File: config.mk
export PLATFORM = sky130hd
export DESIGN_NAME = irq_prio_arbiter
export DESIGN_NICKNAME = d
export VERILOG_FILES = /design/src/rtl/irq_arb_pkg.sv /design/src/rtl/irq_arb_slave.sv /design/src/rtl/irq_arb_master.sv /design/src/rtl/irq_arb_ctrl.sv /design/src/rtl/irq_arb_datapath.sv /design/src/rtl/irq_prio_arbiter.sv
export SDC_FILE = /design/constraint.sdc
export NUM_CORES = 1
export LEC_CHECK = 0
export ABC_AREA = 1
export BUFFER_PORTS_ARGS = -buffer_cell sky130_fd_sc_hd__buf_2
export CAP_MARGIN = 15
export CORE_MARGIN = 2
export CORE_UTILIZATION = 51
export CTS_BUF_LIST = sky130_fd_sc_hd__clkbuf_4
export DETAILED_ROUTE_END_ITERATION = 8
export PLACE_DENSITY = 0.79
export SLEW_MARGIN = 20
export SYNTH_ARGS = -nofsm -noshare
export SYNTH_HDL_FRONTEND = slang
export SYNTH_SLANG_ARGS = --single-unit
File: constraint.sdc
create_clock -name clk -period 3.1 [get_ports clk]
set_input_delay 0.31 -clock clk [delete_from_list [all_inputs] [get_ports clk]]
set_output_delay 0.31 -clock clk [all_outputs]
set_load 0.05 [all_outputs]
File: src/rtl/irq_arb_pkg.sv
package irq_arb_pkg;

  // Strobes from the service control to the datapath
  typedef struct packed {
    logic loadWin;   // capture the current winner (or nothing)
    logic clearOut;  // end of service: empty the output register
  } arbStrobe_t;

endpackage

File: src/rtl/irq_arb_slave.sv
// First-level group: programmable-order sources followed by fixed tail sources.
module irq_arb_slave #(
  parameter int ProgCnt  = 4,
  parameter int FixedCnt = 2,
  localparam int UnitSrc = ProgCnt + FixedCnt,
  localparam int CodeW   = $clog2(ProgCnt),
  localparam int LocW    = $clog2(UnitSrc)
) (
  input  logic                     clk,
  input  logic                     rstN,
  input  logic [UnitSrc-1:0]       req,
  input  logic [ProgCnt*CodeW-1:0] codes,
  output logic                     hit,
  output logic [LocW-1:0]          winLoc
);

  logic             progHit;
  logic [CodeW-1:0] bestCode;
  logic [LocW-1:0]  progLoc;
  logic [LocW-1:0]  tailLoc;

  // Smallest code wins; strict compare keeps the lower index on a tie
  always_comb begin
    progHit  = 1'b0;
    bestCode = '0;
    progLoc  = '0;
    for (int j = 0; j < ProgCnt; j++) begin
      if (req[j] && (!progHit || codes[j*CodeW +: CodeW] < bestCode)) begin
        progHit  = 1'b1;
        bestCode = codes[j*CodeW +: CodeW];
        progLoc  = LocW'(j);
      end
    end
  end

  // Tail sources: lowest index first
  always_comb begin
    tailLoc = '0;
    for (int k = FixedCnt - 1; k >= 0; k--) begin
      if (req[ProgCnt + k]) tailLoc = LocW'(ProgCnt + k);
    end
  end

  assign hit    = |req;
  assign winLoc = progHit ? progLoc : tailLoc;

  // A tail source is chosen only when no programmable source is active
  assert_tail_below_prog_R4: assert property (@(posedge clk) disable iff (!rstN)
    (hit && winLoc >= LocW'(ProgCnt)) |-> (req[ProgCnt-1:0] == '0));

  // The chosen local source is itself requesting
  assert_winner_requesting_R3: assert property (@(posedge clk) disable iff (!rstN)
    hit |-> req[winLoc]);

endmodule

File: src/rtl/irq_arb_master.sv
// Second-level stage: orders group winners, then the direct sources.
module irq_arb_master #(
  parameter int NumUnits  = 4,
  parameter int UnitSrc   = 6,
  parameter int NumDirect = 2,
  localparam int MCodeW   = $clog2(NumUnits),
  localparam int LocW     = $clog2(UnitSrc),
  localparam int NumSrc   = NumUnits * UnitSrc + NumDirect,
  localparam int IdxW     = $clog2(NumSrc)
) (
  input  logic [NumUnits-1:0]        unitHit,
  input  logic [NumUnits*LocW-1:0]   unitLoc,
  input  logic [NumDirect-1:0]       direct,
  input  logic [NumUnits*MCodeW-1:0] mCodes,
  output logic                       winValid,
  output logic [IdxW-1:0]            winIdx
);

  logic              unitFound;
  logic [MCodeW-1:0] bestCode;
  logic [IdxW-1:0]   unitIdx;
  logic [IdxW-1:0]   directIdx;

  // Smallest group code wins; tie keeps the lower group index
  always_comb begin
    unitFound = 1'b0;
    bestCode  = '0;
    unitIdx   = '0;
    for (int u = 0; u < NumUnits; u++) begin
      if (unitHit[u] && (!unitFound || mCodes[u*MCodeW +: MCodeW] < bestCode)) begin
        unitFound = 1'b1;
        bestCode  = mCodes[u*MCodeW +: MCodeW];
        unitIdx   = IdxW'(u * UnitSrc) + IdxW'(unitLoc[u*LocW +: LocW]);
      end
    end
  end

  // Direct sources rank last, lower index first
  always_comb begin
    directIdx = '0;
    for (int d = NumDirect - 1; d >= 0; d--) begin
      if (direct[d]) directIdx = IdxW'(NumUnits * UnitSrc + d);
    end
  end

  assign winValid = unitFound | (|direct);
  assign winIdx   = unitFound ? unitIdx : directIdx;

endmodule

File: src/rtl/irq_arb_ctrl.sv
// Service control: idle (capturing) or busy (holding until cleared).
module irq_arb_ctrl
  import irq_arb_pkg::*;
(
  input  logic       clk,
  input  logic       rstN,
  input  logic       svcClr,
  input  logic       winAvail,
  output arbStrobe_t strb
);

  logic busyQ;

  always_ff @(posedge clk or negedge rstN) begin
    if (!rstN) begin
      busyQ <= 1'b0;
    end else if (!busyQ) begin
      busyQ <= winAvail;
    end else if (svcClr) begin
      busyQ <= 1'b0;
    end
  end

  always_comb begin
    strb.loadWin  = !busyQ;
    strb.clearOut = busyQ && svcClr;
  end

  // Clear during service ends the service at the next edge
  assert_clear_ends_service_R11: assert property (@(posedge clk) disable iff (!rstN)
    (busyQ && svcClr) |=> !busyQ);

  // Idle without a winner stays idle
  assert_idle_without_request_R9: assert property (@(posedge clk) disable iff (!rstN)
    (!busyQ && !winAvail) |=> !busyQ);

endmodule

File: src/rtl/irq_arb_datapath.sv
// Ordering words, group and top arbitration, captured result.
module irq_arb_datapath
  import irq_arb_pkg::*;
#(
  parameter int NumSlaves     = 4,
  parameter int ProgPerSlave  = 4,
  parameter int FixedPerSlave = 2,
  parameter int NumDirect     = 2,
  localparam int UnitSrc = ProgPerSlave + FixedPerSlave,
  localparam int NumSrc  = NumSlaves * UnitSrc + NumDirect,
  localparam int IdxW    = $clog2(NumSrc),
  localparam int CodeW   = $clog2(ProgPerSlave),
  localparam int MCodeW  = $clog2(NumSlaves),
  localparam int LocW    = $clog2(UnitSrc),
  localparam int SlvRegW = NumSlaves * ProgPerSlave * CodeW,
  localparam int MstRegW = NumSlaves * MCodeW
) (
  input  logic               clk,
  input  logic               rstN,
  input  logic [NumSrc-1:0]  irqReq,
  input  arbStrobe_t         strb,
  input  logic               cfgWrEn,
  input  logic               cfgWrSel,
  input  logic [SlvRegW-1:0] cfgWrData,
  output logic               winAvail,
  output logic [NumSrc-1:0]  svcPend,
  output logic [IdxW-1:0]    svcIdx,
  output logic               svcValid
);

  function automatic logic [SlvRegW-1:0] slvIdentity();
    logic [SlvRegW-1:0] v;
    v = '0;
    for (int u = 0; u < NumSlaves; u++)
      for (int j = 0; j < ProgPerSlave; j++)
        v[(u*ProgPerSlave + j)*CodeW +: CodeW] = CodeW'(j);
    return v;
  endfunction

  function automatic logic [MstRegW-1:0] mstIdentity();
    logic [MstRegW-1:0] v;
    v = '0;
    for (int u = 0; u < NumSlaves; u++) v[u*MCodeW +: MCodeW] = MCodeW'(u);
    return v;
  endfunction

  localparam logic [SlvRegW-1:0] SlvReset = slvIdentity();
  localparam logic [MstRegW-1:0] MstReset = mstIdentity();

  logic [SlvRegW-1:0]        slvPrioQ;
  logic [MstRegW-1:0]        mstPrioQ;
  logic [NumSlaves-1:0]      unitHit;
  logic [NumSlaves*LocW-1:0] unitLoc;
  logic                      winValid;
  logic [IdxW-1:0]           winIdx;
  logic [NumSrc-1:0]         svcPendQ;
  logic [IdxW-1:0]           svcIdxQ;
  logic                      svcValidQ;

  // Ordering words
  always_ff @(posedge clk or negedge rstN) begin
    if (!rstN) begin
      slvPrioQ <= SlvReset;
      mstPrioQ <= MstReset;
    end else if (cfgWrEn) begin
      if (!cfgWrSel) slvPrioQ <= cfgWrData;
      else           mstPrioQ <= cfgWrData[MstRegW-1:0];
    end
  end

  for (genvar u = 0; u < NumSlaves; u++) begin : g_slave
    irq_arb_slave #(
      .ProgCnt  (ProgPerSlave),
      .FixedCnt (FixedPerSlave)
    ) slave_i (
      .clk    (clk),
      .rstN   (rstN),
      .req    (irqReq[u*UnitSrc +: UnitSrc]),
      .codes  (slvPrioQ[u*ProgPerSlave*CodeW +: ProgPerSlave*CodeW]),
      .hit    (unitHit[u]),
      .winLoc (unitLoc[u*LocW +: LocW])
    );
  end

  irq_arb_master #(
    .NumUnits  (NumSlaves),
    .UnitSrc   (UnitSrc),
    .NumDirect (NumDirect)
  ) master_i (
    .unitHit  (unitHit),
    .unitLoc  (unitLoc),
    .direct   (irqReq[NumSrc-1 -: NumDirect]),
    .mCodes   (mstPrioQ),
    .winValid (winValid),
    .winIdx   (winIdx)
  );

  assign winAvail = winValid;

  // Captured result
  always_ff @(posedge clk or negedge rstN) begin
    if (!rstN) begin
      svcPendQ  <= '0;
      svcIdxQ   <= '0;
      svcValidQ <= 1'b0;
    end else if (strb.clearOut) begin
      svcPendQ  <= '0;
      svcIdxQ   <= '0;
      svcValidQ <= 1'b0;
    end else if (strb.loadWin) begin
      svcValidQ <= winValid;
      svcIdxQ   <= winValid ? winIdx : '0;
      svcPendQ  <= winValid ? (NumSrc'(1) << winIdx) : '0;
    end
  end

  assign svcPend  = svcPendQ;
  assign svcIdx   = svcIdxQ;
  assign svcValid = svcValidQ;

  assert_pend_onehot_R8: assert property (@(posedge clk) disable iff (!rstN)
    $onehot0(svcPend));

  assert_index_matches_pend_R8: assert property (@(posedge clk) disable iff (!rstN)
    svcValid |-> svcPend[svcIdx]);

  assert_hold_in_service_R10: assert property (@(posedge clk) disable iff (!rstN)
    (svcValid && !strb.clearOut) |=> ($stable(svcPend) && $stable(svcIdx) && svcValid));

  assert_clear_empties_R11: assert property (@(posedge clk) disable iff (!rstN)
    strb.clearOut |=> (!svcValid && svcPend == '0));

  assert_first_direct_lowest_R6: assert property (@(posedge clk) disable iff (!rstN)
    $rose(svcPend[NumSrc-NumDirect]) |-> ($past(irqReq[NumSrc-NumDirect-1:0]) == '0));

  assert_last_direct_lowest_R6: assert property (@(posedge clk) disable iff (!rstN)
    $rose(svcPend[NumSrc-1]) |-> ($past(irqReq[NumSrc-2:0]) == '0));

endmodule

File: src/rtl/irq_prio_arbiter.sv
// Thin top: service control plus arbitration datapath.
module irq_prio_arbiter
  import irq_arb_pkg::*;
#(
  parameter int NumSlaves     = 4,
  parameter int ProgPerSlave  = 4,
  parameter int FixedPerSlave = 2,
  parameter int NumDirect     = 2,
  localparam int NumSrc = NumSlaves * (ProgPerSlave + FixedPerSlave) + NumDirect,
  localparam int IdxW   = $clog2(NumSrc),
  localparam int CfgW   = NumSlaves * ProgPerSlave * $clog2(ProgPerSlave)
) (
  input  logic              clk,
  input  logic              rstN,
  input  logic [NumSrc-1:0] irqReq,
  input  logic              svcClr,
  input  logic              cfgWrEn,
  input  logic              cfgWrSel,
  input  logic [CfgW-1:0]   cfgWrData,
  output logic [NumSrc-1:0] svcPend,
  output logic [IdxW-1:0]   svcIdx,
  output logic              svcValid
);

  arbStrobe_t strb;
  logic       winAvail;

  irq_arb_ctrl ctrl_i (
    .clk      (clk),
    .rstN     (rstN),
    .svcClr   (svcClr),
    .winAvail (winAvail),
    .strb     (strb)
  );

  irq_arb_datapath #(
    .NumSlaves     (NumSlaves),
    .ProgPerSlave  (ProgPerSlave),
    .FixedPerSlave (FixedPerSlave),
    .NumDirect     (NumDirect)
  ) dp_i (
    .clk       (clk),
    .rstN      (rstN),
    .irqReq    (irqReq),
    .strb      (strb),
    .cfgWrEn   (cfgWrEn),
    .cfgWrSel  (cfgWrSel),
    .cfgWrData (cfgWrData),
    .winAvail  (winAvail),
    .svcPend   (svcPend),
    .svcIdx    (svcIdx),
    .svcValid  (svcValid)
  );

endmodule

---- Yosys cells after proc, flatten, opt, wreduce, memory -nomap -nowiden ----
Index checks and enable logic that the tools add are counted.
storage, ports and cells
  input port bits ......................... 63
  register bits ........................... 73
  logic and storage cells ................. 157
  output and inout port bits .............. 32
operators by class
  order comparisons ....................... 15
  multiplexer cells ....................... 76
  shifts and indexed selects .............. 1
  bitwise operators ....................... 2
  reductions and logical operators ........ 53
  add/sub/neg operators ................... 3
  equality and inequality tests ........... 1
operator list
  operator                number
  $mux W26                3
  $mux W3                 21
  $mux W5                 9
  $lt A2 B2 Y1            15
  $mux W2                 15
  $mux W1                 28
  $shl A1 B5 Y26 const A  1
  $reduce_or A6 Y1        4
  $logic_and A1 B1 Y1     16
  $logic_not A1 Y1        15
  $logic_or A1 B1 Y1      15
  $add A4 B3 Y5 const A   1
  $add A5 B3 Y5 const A   1
  $add A3 B3 Y4 const A   1
  $reduce_and A2 Y1       2
  $ne A2 B1 Y1 const B    1
  $reduce_or A2 Y1        1
  $not A1 Y1              1
  $or A1 B1 Y1            1

---- Logic depth before layout (Yosys ltp) ----
  depth after elaboration ................. 23
  mapped depth ............................ 31
  mapped depth without buffers ............ 31

---- Modules after synthesis ----
From an unflattened synthesis, not the netlist that was laid out.
unflattened totals
  cells, all modules ...................... 608
  area total of the unflattened synthesis .. 4341.7 µm²
by module, submodules not included
  module            cells an instance  times used  area each (µm²)  seq. area each (µm²)
  irq_arb_datapath  327                1           2891.5           1826.8
  irq_arb_slave     48                 4           234.0            0.0
  irq_arb_master    81                 1           460.4            0.0
  irq_arb_ctrl      8                  1           53.8             25.0

---- Worst setup path after synthesis ----
No wires, ideal clock.
  kind .................................... input -> register
  from .................................... in irqReq[4]
  to ...................................... reg dp_i.svcPendQ[10] (netlist: dp_i.svcPend[10])
  library setup time ...................... 123 ps
  data required time ...................... 2977 ps
  stages on the path ...................... 27
  arrival ................................. 3140 ps
  buffers on the path ..................... 0
  setup slack ............................. -162 ps
  cell sequence ........................... nor2_1 -> nand3_2 -> nand2_1 -> ha_1 -> nand2_1 -> nand2_1 -> nand2_1 -> nand2_2 -> o21ai_0 -> ha_1 -> nand2_1 -> nand2_2 -> nand2_2 -> nand2_4 -> nand2_1 -> o21ai_0 -> ha_1 -> nand2_1 -> nand2_1 -> nand2_2 -> nand2_4 -> nand2_2 -> nor2_1 -> nor2_2 -> inv_2 -> nand2_1 -> o21ai_1
on the way
  cells in the longest elaborated chain, start to end .. 19
  elaborated cells on any way between the ends .. 32
  those cells by class .................... order compare (3); shift (1); mux (17); bitwise (1); reduce/logical (10)
ends and longest elaborated chain
  what                                              line                     source
  start, declared                                   irq_prio_arbiter.sv:15   input logic [NumSrc-1:0] irqReq,
  $reduce_or A6 Y1                                  irq_arb_slave.sv:44      assign hit = |req;
  $mux W2 or $mux W1 (tied branches)                irq_arb_master.sv:30     if (unitHit[u] && (!unitFound || mCodes[u*MCodeW +: MCodeW] < bestCode)) begin
  $lt A2 B2 Y1 or $logic_not A1 Y1 (tied branches)  irq_arb_master.sv:30
  $logic_or A1 B1 Y1                                irq_arb_master.sv:30
  $logic_and A1 B1 Y1                               irq_arb_master.sv:30
  $mux W2 or $mux W1 (tied branches)                irq_arb_master.sv:30
  $lt A2 B2 Y1 or $logic_not A1 Y1 (tied branches)  irq_arb_master.sv:30
  $logic_or A1 B1 Y1                                irq_arb_master.sv:30
  [3 not listed]                                    --
  $logic_or A1 B1 Y1                                irq_arb_master.sv:30
  $logic_and A1 B1 Y1                               irq_arb_master.sv:30
  $mux W5 or $mux W1 (tied branches)                irq_arb_master.sv:30
  $mux W5                                           irq_arb_master.sv:47     assign winIdx = unitFound ? unitIdx : directIdx;
  $shl A1 B5 Y26                                    irq_arb_datapath.sv:113  svcPendQ <= winValid ? (NumSrc'(1) << winIdx) : '0;
  $mux W26 *                                        irq_arb_datapath.sv:113
  $mux W26 *                                        irq_arb_datapath.sv:110  end else if (strb.loadWin) begin
  $mux W26 *                                        irq_arb_datapath.sv:106  end else if (strb.clearOut) begin
  end signal, assigned                              irq_arb_datapath.sv:113
  end, declared                                     irq_arb_datapath.sv:56   logic [NumSrc-1:0] svcPendQ;
Mark *: on every way between the ends. The rest lies on a longest branch, timed or not. The select of a mux whose other input is x is not followed.
A chain may end at the register's enable or synchronous reset.

---- Worst setup path in the final report ----
  from .................................... reg dp_i.slvPrioQ[9]
  to ...................................... reg dp_i.svcPendQ[25] (netlist: dp_i.svcPend[25])
on the way
  cells in the longest elaborated chain, start to end .. 23
  elaborated cells on any way between the ends .. 30
  those cells by class .................... add/sub (1); order compare (3); shift (1); mux (17); reduce/logical (8)
ends and longest elaborated chain
  what                                              line                     source
  start, declared                                   irq_arb_datapath.sv:50   logic [SlvRegW-1:0] slvPrioQ;
  start signal, assigned                            irq_arb_datapath.sv:63   slvPrioQ <= SlvReset;
  start signal, assigned                            irq_arb_datapath.sv:66   if (!cfgWrSel) slvPrioQ <= cfgWrData;
  $mux W2 *                                         irq_arb_slave.sv:28      if (req[j] && (!progHit || codes[j*CodeW +: CodeW] < bestCode)) begin
  $lt A2 B2 Y1                                      irq_arb_slave.sv:28
  $logic_or A1 B1 Y1                                irq_arb_slave.sv:28
  $logic_and A1 B1 Y1                               irq_arb_slave.sv:28
  $mux W2 or $mux W1 (tied branches)                irq_arb_slave.sv:28
  $lt A2 B2 Y1 or $logic_not A1 Y1 (tied branches)  irq_arb_slave.sv:28
  $logic_or A1 B1 Y1                                irq_arb_slave.sv:28
  $logic_and A1 B1 Y1                               irq_arb_slave.sv:28
  [5 not listed]                                    --
  $mux W3 *                                         irq_arb_slave.sv:45      assign winLoc = progHit ? progLoc : tailLoc;
  $add A3 B3 Y4 *                                   irq_arb_master.sv:33     unitIdx = IdxW'(u * UnitSrc) + IdxW'(unitLoc[u*LocW +: LocW]);
  $mux W5 * (3 in series)                           irq_arb_master.sv:30
  $mux W5 *                                         irq_arb_master.sv:47
  $shl A1 B5 Y26 *                                  irq_arb_datapath.sv:113
  $mux W26 *                                        irq_arb_datapath.sv:113
  $mux W26 *                                        irq_arb_datapath.sv:110
  $mux W26 *                                        irq_arb_datapath.sv:106
Marked as above.

==> results.tsv <==
metric	value	unit
Synth Net Count	617	
Max H-tree Level	3	
# setup viols final	29	
Buffers on Ports	94	
Max VDD drop	0.000371	V
DRC viols	0	
combinational power share	56.4	%
# rows	33	
Sink Count	73	
Slew HR	56.0	%
CP arrival	3.78	ns
Post-Place Cells	787	
post-synthesis sequential area ratio	43.8	%
failing checks	setup timing	
Total GRT Usage	26.6	%
I/O pin total	95	
Synth Warn #	0	
clock skew	0.0184	ns
synth top area cells	dfrtp_1 31%, nand2_1 17%, dfstp_2 12%, inv_1 5.3%, mux2_2 5.1%	
critical path's largest stage delay	0.39	ns
Worst path slowest cell	dfrtp_1	
vias after detailed routing	4423	
overall power	4.73	mW
die width	95.1	microns
DR WL/cell	14.8	microns
core area	8130	sq um
maxcap violations	0	
Fin. Hold Viols	0	
worst-margin pin slew	0.660	ns
critical path class	flip-flop to flip-flop	
status	finished, violations left	
CP Capture Type	flip-flop	
Die ar.	9030	sq um
grt ovf	0	
f_max	294	MHz
final antenna-violating net count	0	
initial antenna violation count	1	
Syn Area/Cell	7.84	sq um
finished layout cell area	6030	sq um
Seq pwr share	26.8	%
TritonCTS Buffers	9	
DP Wirelength	8040	microns
total routed wirelength	12400	microns
Setup WS post-layout	-0.303	ns
Layout Cells excl Fill	834	
vias in the first global route	4226	
first-pass GRT wire length	18700	microns
Yosys reg bits	73	
final net count	801	
most used cell, CP	nand2_2	
RSZ-0062 raised after global routing	true	
Sw Share	45.7	%
setup tns final	-6.78	ns
clk root buf	clkbuf_4	
Die H	95.1	microns
leading area contributor after synthesis	dfrtp_1	
required time of the worst setup path	3.48	ns
drt first-iter violations	269	
leading cell type in the layout, fill and taps excluded	nand2_1	
Yosys top cell area share	31.4	%
r2r setup slk	-0.30	ns
largest net degree at the start of global routing	51	
Final min period	3.40	ns
CP Max Fanout	4	
startpoint types	flip-flop	
pre-CTS WS	-0.458	ns
Reg clk slew, reported paths	0.13	ns
Clock Path Buffers	2	
Worst-Skew Late Latency	0.44	ns
power share of the clock group	16.7	%
Internal	2.57	mW
Syn Inst Count	539	
CTS tree	built	
Util after Layout	74.1	%
commonest cells after routing, fill and taps aside	153 x nand2_1, 94 x buf_2, 79 x buf_4	
Placed Area	5270	sq um
filler instances	572	
layout overhead on the synthesized area	42.5	%
hold crit path type	input port to flip-flop	
distinct cell type count after synthesis	33	
Initial Util	52.0	%
GPL Wtd Cong	0.909	
hold_ws	0.0960	ns
power density over the cells	784	nW/um^2
vias per cell	5.30	
fin. max-slew vios	0	
DRT Pass-1 Iters	5	
switching power	2.16	mW
share of cells above drive strength 1	47.4	%
Netlist Area Pre-Place	4230	sq um
P_leak	3.24	nW
period utilization	110	%
cells in the mapped netlist, drive strengths merged:
cell type	count
dfrtp	53
nand3b	4
inv	65
a31oi	3
o21ai	43
nand2	209
dfstp	20
buf	2
clkinv	1
a21oi	13
nor3	3
nand4	11
a221oi	1
nor2	35
clkbuf	8
nand3	28
or2	4
a21boi	1
a22o	1
ha	15
mux2	19
cells by family (layout without fill, tap and decap cells):
family                   after synthesis  in the layout  synth area share, %
AO/OA/AOI/OAI                         62             62                 8.20
adder cells (fa/ha/maj)               15             15                 4.44
buffers and inverters                 76            265                 7.01
flip-flops                            73             73                 43.8
multiplexers                          19             19                 5.06
other                                  0              1                    0
AND/OR/NAND/NOR                      294            294                 31.5
final timing paths:
check | startpoint | to | depth (start not counted)
setup / recovery | dp_i.slvPrioQ[9] | dp_i.svcPend[25] | 29
hold / removal | cfgWrData[15] | dp_i.slvPrioQ[15] | 2
setup reg to reg | dp_i.slvPrioQ[9] | dp_i.svcPend[25] | 29
hold reg to reg | dp_i.svcPend[23] | dp_i.svcPend[23] | 2
max in group asynchronous | rstN | dp_i.svcPend[15] | 3
min in group asynchronous | rstN | dp_i.slvPrioQ[11] | 2
registers in the layout, indices dropped and copies added, names as in the netlist:
name           cells
dp_i.svcPend      26
dp_i.svcIdx        5
dp_i.mstPrioQ      8
ctrl_i.busyQ       1
dp_i.svcValid      1
dp_i.slvPrioQ     32
critical path: cells and delay by family (launching register included):
| kind | cells | cell delay (ns) |
|---|---|---|
| flip-flops | 1 | 0.39 |
| AND/OR/NAND/NOR | 23 | 1.77 |
| buffers and inverters | 2 | 0.26 |
| AO/OA/AOI/OAI | 2 | 0.33 |
| adder cells (fa/ha/maj) | 2 | 0.56 |
power groups by stage:
stage / Combinational [mW] / Sequential (mW) / Clock [mW]
after floorplan: 1.10 / 1.57 / 0
after global placement: 2.04 / 1.26 / 0
after detailed placement: 2.10 / 1.27 / 0
after CTS: 2.36 / 1.26 / 0.798
after global routing: 2.87 / 1.29 / 0.836
final: 2.67 / 1.27 / 0.791
repair_timing:
| item | CTS | global route |
|---|---|---|
| endpoints found under the setup margin | 30 | 31 |
| hold buffers | 0 | 1 |
| pin swaps | 39 | 50 |
| gates cloned | 1 | 0 |
| gates resized for setup | 52 | 47 |
| buffers inserted | 19 | 11 |
| hold endpoints to repair | 0 | 28 |
area by class of cell:
cell class | count | area, sq um | area share [%]
multi-input cells | 390 | 2420 | 40.1
flip-flops and latches | 73 | 1850 | 30.7
repair buffers | 183 | 1180 | 19.6
inverters | 66 | 248 | 4.11
well taps | 105 | 131 | 2.18
clock inverters | 7 | 125 | 2.08
clock buffers | 9 | 67.6 | 1.12
diodes | 1 | 2.50 | 0.0415
layer usage:
layer	track usage (%)	wire length [microns]
met1	32.4	4900
met2	45.2	6200
met3	4.98	762
met4	13.5	496
met5	0	0
No activity file was read; power rests on OpenSTA's default activity.
